### config.mk
export PLATFORM = sky130hd
export DESIGN_NAME = rx_fc_monitor
export DESIGN_NICKNAME = d
export VERILOG_FILES = /design/src/rtl/fc_thr_pkg.sv /design/src/rtl/fc_ge_cmp.sv /design/src/rtl/fc_byte_thr.sv /design/src/rtl/rx_fc_monitor.sv
export SDC_FILE = /design/constraint.sdc
export NUM_CORES = 1
export LEC_CHECK = 0
export BUFFER_PORTS_ARGS = -buffer_cell sky130_fd_sc_hd__buf_2
export CAP_MARGIN = 20
export CORE_AREA = 2 2 39 41
export CTS_CLUSTER_SIZE = 30
export DETAILED_ROUTE_END_ITERATION = 10
export DIE_AREA = 0 0 41 43
export PLACE_DENSITY_LB_ADDON = 0.25
export SYNTH_ARGS = -nofsm -noshare
export SYNTH_HDL_FRONTEND = slang
export SYNTH_SLANG_ARGS = --single-unit
export TNS_END_PERCENT = 100
### constraint.sdc
create_clock -name clk_i -period 0.9 [get_ports clk_i]
set_clock_uncertainty 0.05 [all_clocks]
set_input_delay 0.135 -clock clk_i [delete_from_list [all_inputs] [get_ports clk_i]]
set_output_delay 0.135 -clock clk_i [all_outputs]
set_load 0.005 [all_outputs]
### src/rtl/fc_thr_pkg.sv
package fc_thr_pkg;
  typedef struct packed {
    logic byte_hit;
    logic frame_hit;
  } fc_hits_t;

  // (code + 1) * unit, as a plain integer
  function automatic int unsigned code_scale(input int unsigned code, input int unsigned unit);
    return (code + 1) * unit;
  endfunction
endpackage

### src/rtl/fc_ge_cmp.sv
module fc_ge_cmp #(
  parameter int W = 12
) (
  input  logic [W-1:0] val_i,
  input  logic [W-1:0] lim_i,
  output logic         ge_o
);
  assign ge_o = (val_i >= lim_i);
endmodule

### src/rtl/fc_byte_thr.sv
module fc_byte_thr
  import fc_thr_pkg::*;
#(
  parameter int CODE_W = 3,
  parameter int BYTE_W = 12,
  parameter int UNIT   = 256,
  parameter int GUARD  = 64
) (
  input  logic [CODE_W-1:0] thr_code_i,
  input  logic [CODE_W-1:0] size_code_i,
  output logic [BYTE_W-1:0] eff_thr_o,
  output logic              cfg_err_o
);
  logic [BYTE_W-1:0] size_bytes, thr_bytes, guarded;

  assign size_bytes = BYTE_W'(code_scale(int'(size_code_i), UNIT));
  assign thr_bytes  = BYTE_W'(code_scale(int'(thr_code_i), UNIT));
  assign guarded    = size_bytes - BYTE_W'(GUARD);
  assign cfg_err_o  = (thr_code_i > size_code_i);

  // equal or illegal setting: pull back to size minus guard
  assign eff_thr_o  = (thr_code_i >= size_code_i) ? guarded : thr_bytes;

  always_comb begin
    a_r8_thr_bounded: assert (eff_thr_o <= guarded);
  end
endmodule

### src/rtl/rx_fc_monitor.sv
module rx_fc_monitor
  import fc_thr_pkg::*;
#(
  parameter int CODE_W = 3,
  parameter int BYTE_W = 12,
  parameter int FRM_W  = 4,
  parameter int UNIT   = 256,
  parameter int GUARD  = 64
) (
  input  logic              clk_i,
  input  logic              rst_ni,
  input  logic [BYTE_W-1:0] fifo_bytes_i,
  input  logic [FRM_W-1:0]  fifo_frames_i,
  input  logic [CODE_W-1:0] byte_thr_code_i,
  input  logic [CODE_W-1:0] frame_thr_code_i,
  input  logic [CODE_W-1:0] fifo_size_code_i,
  output logic              fc_active_o,
  output logic              cfg_err_o
);
  logic [BYTE_W-1:0] eff_byte_thr;
  logic [FRM_W-1:0]  frame_thr;
  logic              cfg_err_d;
  fc_hits_t          hits;

  fc_byte_thr #(
    .CODE_W(CODE_W), .BYTE_W(BYTE_W), .UNIT(UNIT), .GUARD(GUARD)
  ) u_byte_thr (
    .thr_code_i (byte_thr_code_i),
    .size_code_i(fifo_size_code_i),
    .eff_thr_o  (eff_byte_thr),
    .cfg_err_o  (cfg_err_d)
  );

  assign frame_thr = FRM_W'(code_scale(int'(frame_thr_code_i), 1));

  fc_ge_cmp #(.W(BYTE_W)) u_byte_cmp (
    .val_i(fifo_bytes_i), .lim_i(eff_byte_thr), .ge_o(hits.byte_hit)
  );

  fc_ge_cmp #(.W(FRM_W)) u_frame_cmp (
    .val_i(fifo_frames_i), .lim_i(frame_thr), .ge_o(hits.frame_hit)
  );

  always_ff @(posedge clk_i or negedge rst_ni) begin
    if (!rst_ni) begin
      fc_active_o <= 1'b0;
      cfg_err_o   <= 1'b0;
    end else begin
      fc_active_o <= hits.byte_hit | hits.frame_hit;
      cfg_err_o   <= cfg_err_d;
    end
  end

  a_r2_byte_trigger: assert property (@(posedge clk_i) disable iff (!rst_ni)
    (byte_thr_code_i < fifo_size_code_i &&
     int'(fifo_bytes_i) >= (int'(byte_thr_code_i) + 1) * UNIT) |=> fc_active_o);

  a_r3_frame_trigger: assert property (@(posedge clk_i) disable iff (!rst_ni)
    (int'(fifo_frames_i) >= int'(frame_thr_code_i) + 1) |=> fc_active_o);

  a_r5_release: assert property (@(posedge clk_i) disable iff (!rst_ni)
    (!hits.byte_hit && !hits.frame_hit) |=> !fc_active_o);

  a_r6_guarded_full: assert property (@(posedge clk_i) disable iff (!rst_ni)
    (byte_thr_code_i == fifo_size_code_i &&
     int'(fifo_bytes_i) >= (int'(fifo_size_code_i) + 1) * UNIT - GUARD) |=> fc_active_o);

  a_r7_cfg_err: assert property (@(posedge clk_i) disable iff (!rst_ni)
    (byte_thr_code_i > fifo_size_code_i) |=> cfg_err_o);
endmodule

==> results of run 1 <==
## path summary, 6_finish.rpt
| kind | end | cells past startpoint | from | slack [ns] |
|---|---|---|---|---|
| max in group asynchronous | fc_active_o | 2 | rst_ni | 0.51 |
| worst min-delay path | cfg_err_o | 2 | rst_ni | 0.20 |
| min in group clk_i | fc_active_o | 4 | fifo_frames_i[3] | 0.24 |
| worst max-delay path | fc_active_o | 9 | fifo_size_code_i[0] | -0.95 |
## logic make-up after synthesis
group / count (synthesis) / share of synthesized area
xor+xnor: 4 / 0.0673
flops: 2 / 0.0962
fa+ha+maj: 16 / 0.385
compound gates: 18 / 0.245
simple gates: 14 / 0.142
buf+inv: 9 / 0.0649
## state kept, by name (all words and copies together), names as in the netlist
name,cells
cfg_err_o,1
fc_active_o,1
## metal layers
| metal | global-route usage | up-vias | part of all wire |
|---|---|---|---|
| met5 | 0 | - | 0 |
| met4 | 0.0733 | 0 | 0 |
| met3 | 0 | 0 | 0.048 |
| met2 | 0.366 | 17 | 0.56 |
| met1 | 0.162 | 285 | 0.39 |
| li1 | - | 317 | - |
## layout by cell type (no fill, tap or decap), drive strengths merged
cell	count
nor2	4
a2111oi	1
o41ai	1
o21ai	6
nand2	2
a21o	1
a211o	1
clkbuf	3
or3	1
buf	37
a31oi	2
or4b	1
nor2b	2
xnor2	4
nand2b	1
nand4	1
o21a	1
dfrtp	2
a21oi	5
ha	16
nand3	2
dlygate4sd3	1
a211oi	1
inv	9
## synth_stat cells, drive strengths merged
master,number
inv,9
a21o,1
o41ai,1
a211o,1
nand2b,1
o21a,1
nor2b,2
ha,16
o21ai,5
a2111oi,1
a31oi,2
a21oi,5
or3,1
xnor2,4
nor2,4
nand3,2
dfrtp,2
or4b,1
nand2,2
a211oi,1
nand4,1
## worst max-delay path, stage by stage
cell	delay [ns]
buf_4	0.14
ha_4	0.25
nor2b_4	0.16
o21ai_4	0.10
ha_1	0.28
or4b_4	0.45
o41ai_2	0.21
a21oi_1	0.12
o21ai_2	0.11
## stage by stage
step                      TNS (ns)  total power [mW]  instance area (um2)  utilization
final                       -0.946             0.811                  918        0.664
after CTS                   -0.962             0.807                  906        0.655
after detailed placement     -1.58             0.540                  792        0.572
after global placement       -1.52             0.525                  792        0.572
after global routing         -1.05             0.893                  918        0.664
after floorplan              -1.03             0.366                  564            -
## area by class of cell
type                            instances  area share
Clock buffer                            3      0.0245
Inverter                                9      0.0422
Multi-Input combinational cell         53       0.590
Sequential cell                         2      0.0545
Tap cell                               16      0.0218
Timing Repair Buffer                   38       0.267
## report_power, final
part	switching (mW)	internal, mW
Combinational	0.233	0.283
Clock	0.0426	0.146
Sequential	0.00362	0.103
## what timing repair did
| action | CTS | global route |
|---|---|---|
| hold buffers | 1 | 0 |
| endpoints found under the hold margin | 2 | 0 |
| resized for setup | 19 | 5 |
| endpoints found under the setup margin | 2 | 3 |
| pin swaps | 9 | 3 |
| cloned | 1 | 0 |
==> metrics.csv, run 1 <==
metric;value;unit
dieArea;1760;um2
nets;150;
setup_viol;1;
dp_slack;-1.29;ns
port_buffers;28;
post_cts_buffers;0;
postSynthCellCount;63;
vias;619;
status;finished, violations left;
dp.cells;116;
viasPerCell;5.12;
drtIter0Drc;3;
synth.top_cell.area_share;0.385;
start_util;0.376;
startpoint_type;primary input;
power_leakage;0.448;nW
synth_area;520;um2
relSlewSlack;0.799;
critPathArrivalTime;1.94;ns
final_hold_viol_count;0;
die_height;43;um
cts_max_path_buffers;2;
io_pins;29;
final_cell_count_no_fill;121;
die-width;41;um
grt_max_degree;6;
diodes;0;
maxCapViolations;0;
core;1380;um2
totalWireLength;1.29;mm
synth_top_cell_by_area;ha_1;
final.setup.worst_slack;-0.946;ns
holdWs;0.195;ns
rsz0062_at_grt;yes;
powerDensity;883;nW/um2
cts_buffers;3;
final-seq-area;50.0;um2
row_count;14;
path_clk_slew;0.03;ns
yosys_warnings;0;
cts_root_buffer;clkbuf_4;
ir_drop;0.000392;V
hold_path_class;in -> async;
cts.sinks;2;
synth.top_cells.by_area;ha_1 (38%), dfrtp_1 (9.6%), xnor2_1 (6.7%);
drc;0;
worstPathRequired;1.00;ns
finalCritPeriodShare;2.05;
criticalPathCategory;in -> reg;
ant_nets;0;
max_slew.worst_pin.slew;0.300;ns
track_usage;0.179;
yosysSeqAreaShare;0.0962;
n_fill_cell;116;
grt_pass1_wl;2.23;mm
ys_ff_latch;2;
htreeDepth;1;
cts_tree;yes;
critPathMaxFanout;5;
overflow;0;
violations;negative setup slack;
layout_min_cycle_time;1.85;ns
syn_nets;106;
grt_antenna_before_repair;0;
fmax;0.542;GHz
avgRoutedWirePerCell;10.7;um
place_congestion;0.703;
multi_input_area;542;um2
end_kind;flip-flop;
first_global_vias;657;
synth_cell_types;22;
avgSynthCellArea;8.26;um2
dr.pass1.iters;4;
dp_hpwl;1.11;mm
slew_viol_final;0;
layout-drive-gt1-share;0.552;
area.growth.synth_to_final;76.4;%
No activity file was read; power rests on OpenSTA's default activity.
==> run 2: changes to the inputs <==
Settings changed: CORE_AREA 2 2 39 41 to not set, CORE_UTILIZATION set to 45, DIE_AREA 0 0 41 43 to not set, SYNTH_HIERARCHICAL set to 1.
==> run 2 against run 1 <==
  * The flow still finishes with violations (negative setup slack)
  * Global-route usage grew 6.7 points
  * Clock-buffer cell count is the same
  * Sequential power is essentially flat
  * Synthesized cell count grew 56%
  * Largest cell class unchanged
  * Non-clock buffer count grew 3
  * Clock power grew 20%
  * Highest routed layer is now met4
  * Setup slack lost 0.24 ns
  * Maximum frequency shrank 12%
==> metrics.csv, run 2 <==
metric;value;unit;change
grt_pass1_wl;3.42;mm;+54%
yosysSeqAreaShare;0.0654;;-0.0308
synthFlopType;dfrtp_1;;
ys_async_sr_fraction;1.00;;unchanged
mostFrequentLayoutCells;buf_2 (22), inv_1 (19), ha_1 (16);;
drc;0;;unchanged
finalCritPeriodShare;2.32;;+0.272
ir_drop;0.000444;V;+13%
final.setup.worst_slack;-1.19;ns;-0.245 ns
start_util;0.497;;+0.121
avgSynthCellArea;7.81;um2;-5.4%
synth_cell_types;31;;+41%
synth.top_cell.area_share;0.359;;-0.0251
core;1540;um2;+11%
nets;191;;+27%
postSynthCellCount;98;;+56%
ant_nets;0;;unchanged
violations;negative setup slack;;
fmax;0.478;GHz;-12%
cts_root_buffer;clkbuf_4;;
synth_edf_count;0;;unchanged
reg.largest.list;cfg_err_o (1), fc_active_o (1);;
criticalPathCategory;in -> reg;;
status;finished, violations left;;
critPathArrivalTime;2.17;ns;+0.23 ns
htreeDepth;1;;unchanged
path_clk_slew;0.04;ns;about the same
end_kind;flip-flop;;
cts.sinks;2;;unchanged
area.growth.synth_to_final;55.9;%;
layout-drive-gt1-share;0.450;;-0.102
drtIter0Drc;20;;+17
ys_ff_latch;2;;unchanged
holdWs;0.170;ns;-0.0259 ns
diodes;0;;unchanged
totalWireLength;2.07;mm;+60%
startpoint;fifo_size_code_i[2];;
avgRoutedWirePerCell;13.3;um;+24%
maxCapViolations;0;;unchanged
synth_area;766;um2;+47%
power_leakage;0.616;nW;+37%
hold_path_class;in -> async;;
cts_buffers;3;;unchanged
final_common_cell;buf_2;;
vias;813;;+31%
place_congestion;0.840;;+20%
worstPathRequired;0.97;ns;-0.03 ns
io_pins;29;;unchanged
synth.top_cells.by_area;ha_1 (36%), inv_1 (11%), buf_4 (6.9%);;
startpoint_type;primary input;;
yosys_warnings;6;;+6
dr.pass1.iters;4;;unchanged
synthTopCellsByCount;ha_1 (22), inv_1 (22), a21oi_1 (7), buf_4 (7), nor2_1 (4);;
endpoint;fc_active_o;;
setup_viol;2;;+1
cts_tree;yes;;
first_global_vias;847;;+29%
die-width;43.3;um;+5.5%
port_buffers;28;;unchanged
grt_antenna_before_repair;0;;unchanged
layout_min_cycle_time;2.09;ns;+0.245 ns
synth_top_cell_by_area;ha_1;;
total_power;1.02;mW;+25%
critPathMaxFanout;7;;+2
rsz0062_at_grt;yes;;
dp_hpwl;1.54;mm;+39%
slew_viol_final;0;;unchanged
powerDensity;851;nW/um2;-3.6%
overflow;0;;unchanged
final_hold_viol_count;0;;unchanged
row_count;14;;unchanged
die_height;43.3;um;+0.58%
dieArea;1870;um2;+6.1%
track_usage;0.246;;+0.0671
viasPerCell;5.21;;+1.9%
cts_max_path_buffers;2;;unchanged
grt_max_degree;8;;+2
==> run 2: cell count changes in the layout (fill, tap and decap cells not counted), moves of 3 or more <==
cell,change
inv_1,+13
conb_1,+6
ha_1,+4
o21ai_0,+3
xnor2_1,-3
==> run 2: cells by family after synthesis <==
family,Yosys count,share of synthesized area
fa+ha+maj,22,0.359
flops,2,0.0654
xor+xnor,3,0.0343
buf+inv,29,0.176
simple gates,17,0.134
other cells,1,0.00490
compound gates,24,0.225
==> run 2: area by class of cell <==
| cell class | instances | area [um2] |
|---|---|---|
| clock buffer | 3 | 22.5 |
| sequential | 2 | 50.0 |
| timing repair buffer | 41 | 294 |
| tap | 16 | 20.0 |
| fill | 117 | 348 |
| inverter | 22 | 97.6 |
| multi-input combinational | 72 | 709 |
==> run 2: worst max-delay path, cell delays in order <==
cell	delay, ns
buf_12	0.09
inv_12	0.03
ha_4	0.30
nand2_4	0.05
o21ai_4	0.20
nor2_1	0.07
a21oi_1	0.14
inv_1	0.10
ha_4	0.22
a21o_1	0.17
a21o_1	0.15
a221o_1	0.29
or2_1	0.20
==> run 2: through the flow <==
| step | std cells | instance area, um2 | worst slack [ns] | setup TNS (ns) | util |
|---|---|---|---|---|---|
| floorplan | 103 | 861 | -1.26 | -1.26 | - |
| global placement | 151 | 1050 | -1.49 | -1.76 | 0.682 |
| detailed placement | 151 | 1050 | -1.54 | -1.86 | 0.682 |
| CTS | 156 | 1180 | -1.11 | -1.11 | 0.765 |
| global route | 156 | 1190 | -1.26 | -1.33 | 0.774 |
| finish | 156 | 1190 | -1.19 | -1.21 | 0.774 |
==> run 2: worst min-delay path by stage <==
stage	startpoint	endpoint	cells after the start
finish	rst_ni	fc_active_o	2
global route	rst_ni	fc_active_o	2
CTS	rst_ni	cfg_err_o	2
detailed placement	rst_ni	cfg_err_o	1
global placement	rst_ni	cfg_err_o	1
floorplan	rst_ni	cfg_err_o	0
==> run 2: repair_timing <==
action,in CTS,in global routing
hold buffers,1,0
resized for setup,18,3
pin swaps,13,2
endpoints found under the hold margin,2,0
endpoints found under the setup margin,2,3
setup buffers,1,0
==> run 2: metal layers <==
layer | track usage | wire length, um | vias to the layer above
met4 | 0.0970 | 62 | 0
li1 | - | - | 408
met1 | 0.247 | 751 | 375
met5 | 0 | 0 | -
met2 | 0.484 | 1180 | 24
met3 | 0.0426 | 75 | 6
==> run 2: power breakdown <==
group          total, mW  switching [mW]  internal [mW]
combinational      0.683           0.313          0.370
clock              0.227          0.0773          0.149
sequential         0.107         0.00244          0.105
total               1.02           0.392          0.624
==> run 3: changes to the inputs <==
Settings changed: CORE_UTILIZATION 45 to 44.
Clock period 0.9 ns to 1.7 ns, I/O delays scaled along.
==> run 3 against run 2 <==
  * Sequential share of layout area barely moved
  * Power fell by 48%
  * Largest cell class unchanged
  * The flow finishes with violations (design-rule violations, negative setup slack)
  * Combinational power fell by 47%
  * Critical path type unchanged
  * Setup slack improved by 0.71 ns
  * Highest routed layer unchanged
  * Largest power group unchanged
  * Final cell count did not move
==> metrics.csv, run 3 (same netlist as run 2, synthesis figures left out) <==
metric;value;unit;change
core;1560;um2;+1.1%
overflow;0;;unchanged
fmax;0.460;GHz;
finalInstanceArea;1200;um2;+0.94%
grt_max_degree;7;;-1
cts_root_buffer;clkbuf_4;;
cts_tree;yes;;
port_buffers;28;;unchanged
criticalPathCategory;in -> reg;;
htreeDepth;1;;unchanged
track_usage;0.192;;-0.0544
final.setup.worst_slack;-0.476;ns;+0.715 ns
slowest_delay;0.30;ns;about the same
nets;191;;unchanged
layout-drive-gt1-share;0.471;;+0.0214
end_kind;flip-flop;;
critPathMaxFanout;6;;-1
startpoint_type;primary input;;
power_leakage;0.615;nW;-0.11%
vias;803;;-1.2%
dieArea;1910;um2;+2.2%
row_count;14;;unchanged
layout_min_cycle_time;2.18;ns;
cts_buffers;3;;unchanged
powerDensity;435;nW/um2;-49%
viasPerCell;5.15;;-1.2%
area.growth.synth_to_final;57.4;%;
cts_max_path_buffers;2;;unchanged
first_global_vias;763;;-9.9%
holdWs;0.301;ns;+0.131 ns
io_pins;29;;unchanged
final_hold_viol_count;0;;unchanged
cts.sinks;2;;unchanged
grt_antenna_before_repair;0;;unchanged
reg.largest.list;cfg_err_o (1), fc_active_o (1);;
slew_viol_final;0;;unchanged
violations;design-rule violations, negative setup slack;;
drc;2;;+2
crit_slowest_cell;a221o_1;;
crit_buf_inv;3;;unchanged
rsz0062_at_grt;yes;;
worstPathRequired;1.75;ns;+0.78 ns
crit_cells;13;;unchanged
dp_hpwl;1.43;mm;-7.1%
crit_chain;buf_12, inv_12, ha_4, nand2_4, o21ai_4, nor2_1, a21oi_1, inv_1, ha_4, a21o_1, a21o_1, a221o_1, or2_1;;
avgRoutedWirePerCell;11.9;um;-10%
path_clk_slew;0.03;ns;about the same
mostFrequentLayoutCells;buf_2 (23), inv_1 (18), ha_1 (15);;
finalCritPeriodShare;1.28;;
ir_drop;0.000202;V;-55%
die-width;43.7;um;+1.1%
status;finished, violations left;;
setup_viol;1;;-1
drtIter0Drc;12;;-40%
diodes;0;;unchanged
final_core_util;0.773;;-0.00148
final_common_cell;buf_2;;
grt_pass1_wl;2.80;mm;-18%
dr.pass1.iters;7;;+3
critPathArrivalTime;2.22;ns;+0.05 ns
crit_family;compound AO/OA/AOI/OAI gates;;
hold_path_class;in -> async;;
placed_area;1050;um2;unchanged
place_congestion;0.836;;-0.49%
start_util;0.491;;-0.00558
maxCapViolations;0;;unchanged
die_height;43.7;um;+1.1%
totalWireLength;1.86;mm;-10%
n_fill_cell;114;;-2.6%
ant_nets;0;;unchanged
run 3: through the flow:
stage	TNS [ns]	setup slack (ns)	std cells	total power [mW]
CTS	-0.421	-0.421	155	0.504
global placement	-0.831	-0.831	151	0.348
finish	-0.476	-0.476	156	0.525
detailed placement	-0.884	-0.884	151	0.361
floorplan	-0.583	-0.583	103	0.265
global route	-0.551	-0.551	156	0.576
run 3: area by class of cell:
type                    instances  area [um2]  area share
inverters                      22        97.6      0.0810
clock buffers                   3        22.5      0.0187
flip-flops and latches          2        50.0      0.0415
well taps                      16        20.0      0.0166
multi-input cells              72         727       0.603
repair buffers                 41         288       0.239
run 3: metal layers:
metal  part of all wire  GRT usage
met5                  0          0
met4              0.025     0.0375
met3              0.030     0.0250
met2               0.56      0.397
met1               0.39      0.199
run 3: worst max-delay path by stage:
stage / start / to / slack [ns]
2_1_floorplan: fifo_size_code_i[2] / fc_active_o / -0.58
3_3_place_gp: fifo_size_code_i[2] / fc_active_o / -0.83
5_1_grt: fifo_size_code_i[2] / fc_active_o / -0.55
6_report: fifo_size_code_i[2] / fc_active_o / -0.48
4_1_cts: fifo_size_code_i[2] / fc_active_o / -0.42
3_5_place_dp: fifo_size_code_i[0] / fc_active_o / -0.88
run 3: where the power goes:
part	switching, mW	internal, mW
combinational	0.167	0.197
clock	0.0254	0.0777
sequential	0.00133	0.0555
total	0.194	0.331
run 3: what timing repair did:
item                                    in CTS  in global routing
gates resized for setup                     18                  5
hold endpoints to repair                     2                  0
endpoints found under the setup margin       1                  1
hold buffers                                 1                  0
setup buffers                                0                  1
pin swaps                                   11                  5
